==> src/rtl/i2cst_pkg.sv <==
package i2cst_pkg;

  typedef enum logic [2:0] {
    ST_IDLE,
    ST_RX,
    ST_ACK,
    ST_TX,
    ST_MACK
  } st_e;

  typedef enum logic [1:0] {
    PH_CTRL,
    PH_ADDR,
    PH_DATA
  } ph_e;

endpackage

==> src/rtl/i2cst_sync.sv <==
module i2cst_sync #(
  parameter int W      = 2,
  parameter int STAGES = 2
) (
  input  logic         clk,
  input  logic         rst_n,
  input  logic [W-1:0] d_i,
  output logic [W-1:0] q_o
);

  logic [W-1:0] pipe [STAGES];

  genvar g;
  generate
    for (g = 0; g < STAGES; g++) begin : g_stage
      always_ff @(posedge clk or negedge rst_n) begin
        if (!rst_n) pipe[g] <= '1;
        else if (g == 0) pipe[g] <= d_i;
        else pipe[g] <= pipe[(g == 0) ? 0 : g-1];
      end
    end
  endgenerate

  assign q_o = pipe[STAGES-1];

endmodule

==> src/rtl/i2cst_ptr_step.sv <==
module i2cst_ptr_step #(
  parameter int REG_BYTES = 32,
  parameter int RAM_BYTES = 64,
  parameter int AW        = 7
) (
  input  logic [AW-1:0] cur_i,
  output logic [AW-1:0] nxt_o
);

  localparam logic [AW-1:0] REG_LAST  = AW'(REG_BYTES - 1);
  localparam logic [AW-1:0] RAM_FIRST = AW'(REG_BYTES);
  localparam logic [AW-1:0] RAM_LAST  = AW'(REG_BYTES + RAM_BYTES - 1);

  always_comb begin
    if (cur_i == REG_LAST)      nxt_o = '0;
    else if (cur_i == RAM_LAST) nxt_o = RAM_FIRST;
    else                        nxt_o = cur_i + 1'b1;
  end

endmodule

==> src/rtl/i2cst_store.sv <==
module i2cst_store #(
  parameter int DEPTH = 96,
  parameter int AW    = 7
) (
  input  logic          clk,
  input  logic          rst_n,
  input  logic          we_i,
  input  logic [AW-1:0] addr_i,
  input  logic [7:0]    wdata_i,
  output logic [7:0]    rdata_o
);

  logic [7:0] mem [DEPTH];

  always_ff @(posedge clk or negedge rst_n) begin
    if (!rst_n) begin
      for (int i = 0; i < DEPTH; i++) mem[i] <= 8'h00;
    end else if (we_i) begin
      mem[addr_i] <= wdata_i;
    end
  end

  assign rdata_o = mem[addr_i];

endmodule

==> src/rtl/i2c_seg_target.sv <==
module i2c_seg_target #(
  parameter logic [6:0] DEV_ADDR  = 7'b1101111,
  parameter int         REG_BYTES = 32,
  parameter int         RAM_BYTES = 64
) (
  input  logic clk,
  input  logic rst_n,
  input  logic scl_i,
  input  logic sda_i,
  output logic sda_oe
);

  import i2cst_pkg::*;

  localparam int TOTAL = REG_BYTES + RAM_BYTES;
  localparam int AW    = $clog2(TOTAL);

  // reset: asserted asynchronously, released on a clock edge
  logic [1:0] rst_pipe;
  logic       rst_sync_n;
  always_ff @(posedge clk or negedge rst_n) begin
    if (!rst_n) rst_pipe <= 2'b00;
    else        rst_pipe <= {rst_pipe[0], 1'b1};
  end
  assign rst_sync_n = rst_pipe[1];

  // line synchronisers and edge/condition detection
  logic scl_s, sda_s, scl_q, sda_q;
  i2cst_sync #(.W(2), .STAGES(2)) u_sync (
    .clk   (clk),
    .rst_n (rst_sync_n),
    .d_i   ({scl_i, sda_i}),
    .q_o   ({scl_s, sda_s})
  );

  always_ff @(posedge clk or negedge rst_sync_n) begin
    if (!rst_sync_n) begin
      scl_q <= 1'b1;
      sda_q <= 1'b1;
    end else begin
      scl_q <= scl_s;
      sda_q <= sda_s;
    end
  end

  logic scl_rise, scl_fall, start_det, stop_det;
  assign scl_rise  =  scl_s & ~scl_q;
  assign scl_fall  = ~scl_s &  scl_q;
  assign start_det =  scl_s &  scl_q &  sda_q & ~sda_s;
  assign stop_det  =  scl_s &  scl_q & ~sda_q &  sda_s;

  // state
  st_e           state, state_d;
  ph_e           phase, phase_d;
  logic [7:0]    shreg, shreg_d;
  logic [3:0]    cnt, cnt_d;
  logic          oe, oe_d;
  logic          is_rd, is_rd_d;
  logic          mack, mack_d;
  logic [AW-1:0] ptr, ptr_d, ptr_inc;
  logic          we, ptr_adv;
  logic [7:0]    rd_byte;

  i2cst_store #(.DEPTH(TOTAL), .AW(AW)) u_store (
    .clk     (clk),
    .rst_n   (rst_sync_n),
    .we_i    (we),
    .addr_i  (ptr),
    .wdata_i (shreg),
    .rdata_o (rd_byte)
  );

  i2cst_ptr_step #(.REG_BYTES(REG_BYTES), .RAM_BYTES(RAM_BYTES), .AW(AW)) u_step (
    .cur_i (ptr),
    .nxt_o (ptr_inc)
  );

  // next-state logic
  always_comb begin
    state_d = state;
    phase_d = phase;
    shreg_d = shreg;
    cnt_d   = cnt;
    oe_d    = oe;
    is_rd_d = is_rd;
    mack_d  = mack;
    ptr_d   = ptr;
    we      = 1'b0;
    ptr_adv = 1'b0;

    if (start_det) begin
      state_d = ST_RX;
      phase_d = PH_CTRL;
      cnt_d   = 4'd0;
      oe_d    = 1'b0;
    end else if (stop_det) begin
      state_d = ST_IDLE;
      cnt_d   = 4'd0;
      oe_d    = 1'b0;
    end else begin
      case (state)
        ST_RX: begin
          if (scl_rise && cnt != 4'd8) begin
            shreg_d = {shreg[6:0], sda_s};
            cnt_d   = cnt + 4'd1;
          end else if (scl_fall && cnt == 4'd8) begin
            cnt_d = 4'd0;
            case (phase)
              PH_CTRL: begin
                if (shreg[7:1] == DEV_ADDR) begin
                  is_rd_d = shreg[0];
                  oe_d    = 1'b1;
                  state_d = ST_ACK;
                end else begin
                  state_d = ST_IDLE;
                end
              end
              PH_ADDR: begin
                if (int'(shreg) < TOTAL) begin
                  ptr_d   = shreg[AW-1:0];
                  oe_d    = 1'b1;
                  state_d = ST_ACK;
                end else begin
                  state_d = ST_IDLE;
                end
              end
              default: begin
                we      = 1'b1;
                ptr_d   = ptr_inc;
                ptr_adv = 1'b1;
                oe_d    = 1'b1;
                state_d = ST_ACK;
              end
            endcase
          end
        end
        ST_ACK: begin
          if (scl_fall) begin
            if (phase == PH_CTRL && is_rd) begin
              shreg_d = rd_byte;
              oe_d    = ~rd_byte[7];
              cnt_d   = 4'd1;
              ptr_d   = ptr_inc;
              ptr_adv = 1'b1;
              state_d = ST_TX;
            end else begin
              oe_d    = 1'b0;
              state_d = ST_RX;
              phase_d = (phase == PH_CTRL) ? PH_ADDR : PH_DATA;
            end
          end
        end
        ST_TX: begin
          if (scl_fall) begin
            if (cnt == 4'd8) begin
              oe_d    = 1'b0;
              cnt_d   = 4'd0;
              state_d = ST_MACK;
            end else begin
              shreg_d = {shreg[6:0], 1'b0};
              oe_d    = ~shreg[6];
              cnt_d   = cnt + 4'd1;
            end
          end
        end
        ST_MACK: begin
          if (scl_rise) begin
            mack_d = ~sda_s;
          end else if (scl_fall) begin
            if (mack) begin
              shreg_d = rd_byte;
              oe_d    = ~rd_byte[7];
              cnt_d   = 4'd1;
              ptr_d   = ptr_inc;
              ptr_adv = 1'b1;
              state_d = ST_TX;
            end else begin
              state_d = ST_IDLE;
            end
          end
        end
        default: ;
      endcase
    end
  end

  // registers
  always_ff @(posedge clk or negedge rst_sync_n) begin
    if (!rst_sync_n) begin
      state <= ST_IDLE;
      phase <= PH_CTRL;
      shreg <= 8'h00;
      cnt   <= 4'd0;
      oe    <= 1'b0;
      is_rd <= 1'b0;
      mack  <= 1'b0;
      ptr   <= '0;
    end else begin
      state <= state_d;
      phase <= phase_d;
      shreg <= shreg_d;
      cnt   <= cnt_d;
      oe    <= oe_d;
      is_rd <= is_rd_d;
      mack  <= mack_d;
      ptr   <= ptr_d;
    end
  end

  assign sda_oe = oe;

endmodule

==> config.mk <==
export PLATFORM = sky130hd
export DESIGN_NAME = i2c_seg_target
export DESIGN_NICKNAME = d
export VERILOG_FILES = /design/src/rtl/i2cst_pkg.sv /design/src/rtl/i2cst_sync.sv /design/src/rtl/i2cst_ptr_step.sv /design/src/rtl/i2cst_store.sv /design/src/rtl/i2c_seg_target.sv
export SDC_FILE = /design/constraint.sdc
export NUM_CORES = 1
export LEC_CHECK = 0
export ABC_AREA = 0
export BUFFER_PORTS_ARGS = -buffer_cell sky130_fd_sc_hd__buf_2
export CAP_MARGIN = 40
export CORE_MARGIN = 1.5
export CORE_UTILIZATION = 50
export CTS_CLUSTER_DIAMETER = 60
export DETAILED_ROUTE_END_ITERATION = 8
export GPL_TIMING_DRIVEN = 1
export PLACE_DENSITY_LB_ADDON = 0.1
export SETUP_SLACK_MARGIN = 0.2
export SLEW_MARGIN = 20
export SYNTH_ARGS = -nofsm -noshare
export SYNTH_HDL_FRONTEND = slang
export SYNTH_SLANG_ARGS = --single-unit
==> constraint.sdc <==
create_clock -name clk -period 28.8 [get_ports clk]
set_clock_uncertainty 0.2 [all_clocks]
set_input_delay 4.32 -clock clk [delete_from_list [all_inputs] [get_ports clk]]
set_output_delay 4.32 -clock clk [all_outputs]
set_load 0.005 [all_outputs]
==> metrics.csv <==
metric;value;unit
critical_path.slowest_cell;dfrtp_1;
post-cts-setup-buffer-count;0;
cts_buffers;91;
placed_instances;3719;
clock_tree.root_cell;clkbuf_16;
synth_area;38600;um^2
synth_async_sr_flop_share;1.00;
synth_top_flop_cell;dfrtp_1;
initial_util;0.507;
cts-hold-fix-buffers;0;
sw_frac_of_total;0.272;
timing.critical_path.to_type;output port;
timing.final.ws_setup;23.14;ns
regToRegEndpoint;shreg[3];
setup.worst_path.start_class;flip-flop;
slew_at_the_pin_closest_to_its_max_slew_limit;0.977;ns
fp.dieH;281;um
final.fill_count;6238;
post_layout_minimum_cycle_time;5.66;ns
route.detailed.vias_per_inst;6.47;
power.static_leakage;20.4;nW
synth-seq-area-share;0.521;
fin_crit_sh;0.197;
detailroute.via_count;25200;
timing.final.max_slew_violations;0;
register_to_register_path_depth;9;
slew_headroom;0.349;
cts_num_sinks;803;
floorplan.core_area;76100;um^2
dpl-instance-area;39500;um^2
cp_data_arrival_time;1.14;ns
place.port_buffers;4;
critPathTopFamily;flip-flops;
post_route_cells_drive_above_1_share;0.424;
netlist_top_cells_area;dfrtp_1 52%, mux2_2 23%, a221oi_1 2.4%, nor2_8 2.3%, mux2i_1 1.9%;
dpl_worst_slack;23.80;ns
p_int;0.00185;W
worstPathMaxFanout;2;
worst_ir_drop_vdd;54.6;uV
cp_cell_sequence;buf_2;
die_area;78800;um^2
max_cap_violations;0;
seqPwrFrac;0.470;
post-synth-top-area-fraction;0.517;
top_level_port_count;5;
status;complete, no violations;
ff_to_ff_start;ptr[0];
grt.overflow.total;0;
detail_route.wirelength;117;mm
globalplace.congestion;0.857;
number_of_global_route_vias_before_repair;26000;
wl_per_cell;30.2;um
net-switching-power;0.000689;W
cts-htree-levels;3;
critPathBufInv;1;
global_routing_usage_summed_across_all_routing_layers;0.303;
fmax;177;MHz
fp-row-count;101;
pwr-share-comb;0.081;
num-nets-final;2796;
hold_path_class;reg2async;
worst_ep_required_time;24.28;ns
hold-worst-slack;0.0601;ns
cellPowerDensity;59.5;nW/um^2
die_width;281;um
grt_setup_unrepaired;false;
critical_path.max_stage_delay;0.37;ns
post_cts_resized;0;
fin_area;42600;um^2
synth_top_area_cell;dfrtp_1;
drt_pass_1_iters;5;
synth_seq_cells;803;
clock_power_share;0.449;
regToRegSetupSlack;23.96;ns
synth-edff-count;0;
post_synth_net_total;2850;
clk_path_buf_depth;3;
initial_antenna_violation_count;1;
drc;0;
post_synth_inst_count;2843;
finalSetupTns;0;ns
setup_viol;0;
place.detailed.hpwl;73.0;mm
cts.clk_slew.worst_paths;0.06;ns
worst_skew_pair.late_latency;0.65;ns
cts_tree;built;
synth_area_per_cell;13.6;um^2
crit_type;reg2out;
largest_net_degree_at_the_start_of_global_routing;184;
timing.final.hold_violations;0;
final_antenna_net_count;0;
first_iter_violations;2175;
synth_cell_types;87;
layoutNonFillerInstCount;3893;
grt_pass1_wl;177;mm
ys.warnings.count;0;
layout-area-overhead-vs-synth;10.5;%
==> flip-flops by register name, indices dropped and copies added, names as in the netlist <==
register	flops
sda_oe	1
mack	1
ptr	7
is_rd	1
rst_pipe	2
shreg	8
u_sync.q_o	2
phase	2
u_sync.pipe	2
scl_q	1
u_store.mem	768
sda_q	1
state	3
cnt	4
==> metal layers <==
metal,up-vias,GRT usage,routed length [um]
li1,10500,-,-
met1,13400,0.431,50900
met2,1027,0.465,53600
met3,262,0.0504,8450
met4,0,0.113,4590
met5,-,0,0
==> synth_stat cells, types with 16 or more instances <==
cell type  instances
a211oi_1          22
a221oi_1         107
clkbuf_1         129
a22oi_1           46
a22o_1            16
a31oi_1           17
mux2_1            24
nor2_2            17
a221o_1           21
o21ai_0           71
mux2_2           799
nand3_1           17
nor2_8            44
dfrtp_1          797
nor2_1            76
nor2_4            36
mux4_2            29
nand2_1           87
buf_6             26
buf_2             52
a21oi_1           71
mux2i_1           72
==> power groups by stage <==
stage	clock (W)	combinational, W	sequential (W)
2_1_floorplan	0	0.000116	0.00118
3_3_place_gp	0	0.000168	0.00122
3_5_place_dp	0	0.000199	0.00121
4_1_cts	0.00116	0.000199	0.00119
5_1_grt	0.00120	0.000217	0.00119
6_report	0.00114	0.000205	0.00119
==> placed cells by master (no fill, tap or decap), types with 46 or more instances in the layout <==
cell type  synthesis  routed
mux2_2           799     799
dfrtp_1          797     784
a221oi_1         107     107
clkbuf_16          0      93
nand2_1           87      87
nor2_1            76      75
mux2i_1           72      72
o21ai_0           71      71
a21oi_1           71      71
buf_4             12      56
a22oi_1           46      46
==> metrics by stage <==
step	power, W	utilization
global placement	0.00139	0.515
detailed placement	0.00141	0.519
floorplan	0.00129	-
CTS	0.00255	0.558
global route	0.00261	0.560
finish	0.00254	0.560
==> worst max path at each step <==
stage	cells after the start	end	from	slack, ns
floorplan	0	cnt[0]	rst_pipe[1]	4.57
finish	1	sda_oe	sda_oe	23.14
CTS	1	sda_oe	sda_oe	23.11
global route	1	sda_oe	sda_oe	23.11
detailed placement	1	sda_oe	sda_oe	23.80
global placement	1	sda_oe	sda_oe	23.77
==> final cells by class <==
type                       count  area [um^2]  area share
clock buffer                 137         2670      0.0627
antenna                        1         2.50   0.0000587
multi-input combinational   1797        17200       0.404
tap                         1030         1290      0.0303
timing repair buffer          85          981      0.0230
sequential                   803        20100       0.473
inverter                      11         41.3    0.000969
clock inverter                29          270     0.00634
==> logic make-up after synthesis <==
kind of cell,Yosys count,synth area share
AOI/OAI and AO/OA,481,0.0930
adders and majority gates,3,0.000974
other,1,0.0000973
and+or+nand+nor,385,0.0733
muxes,926,0.277
buffers and inverters,243,0.0336
DFF,803,0.521
xor gates and xnor gates,1,0.000227
No activity file was read; power rests on OpenSTA's default activity.
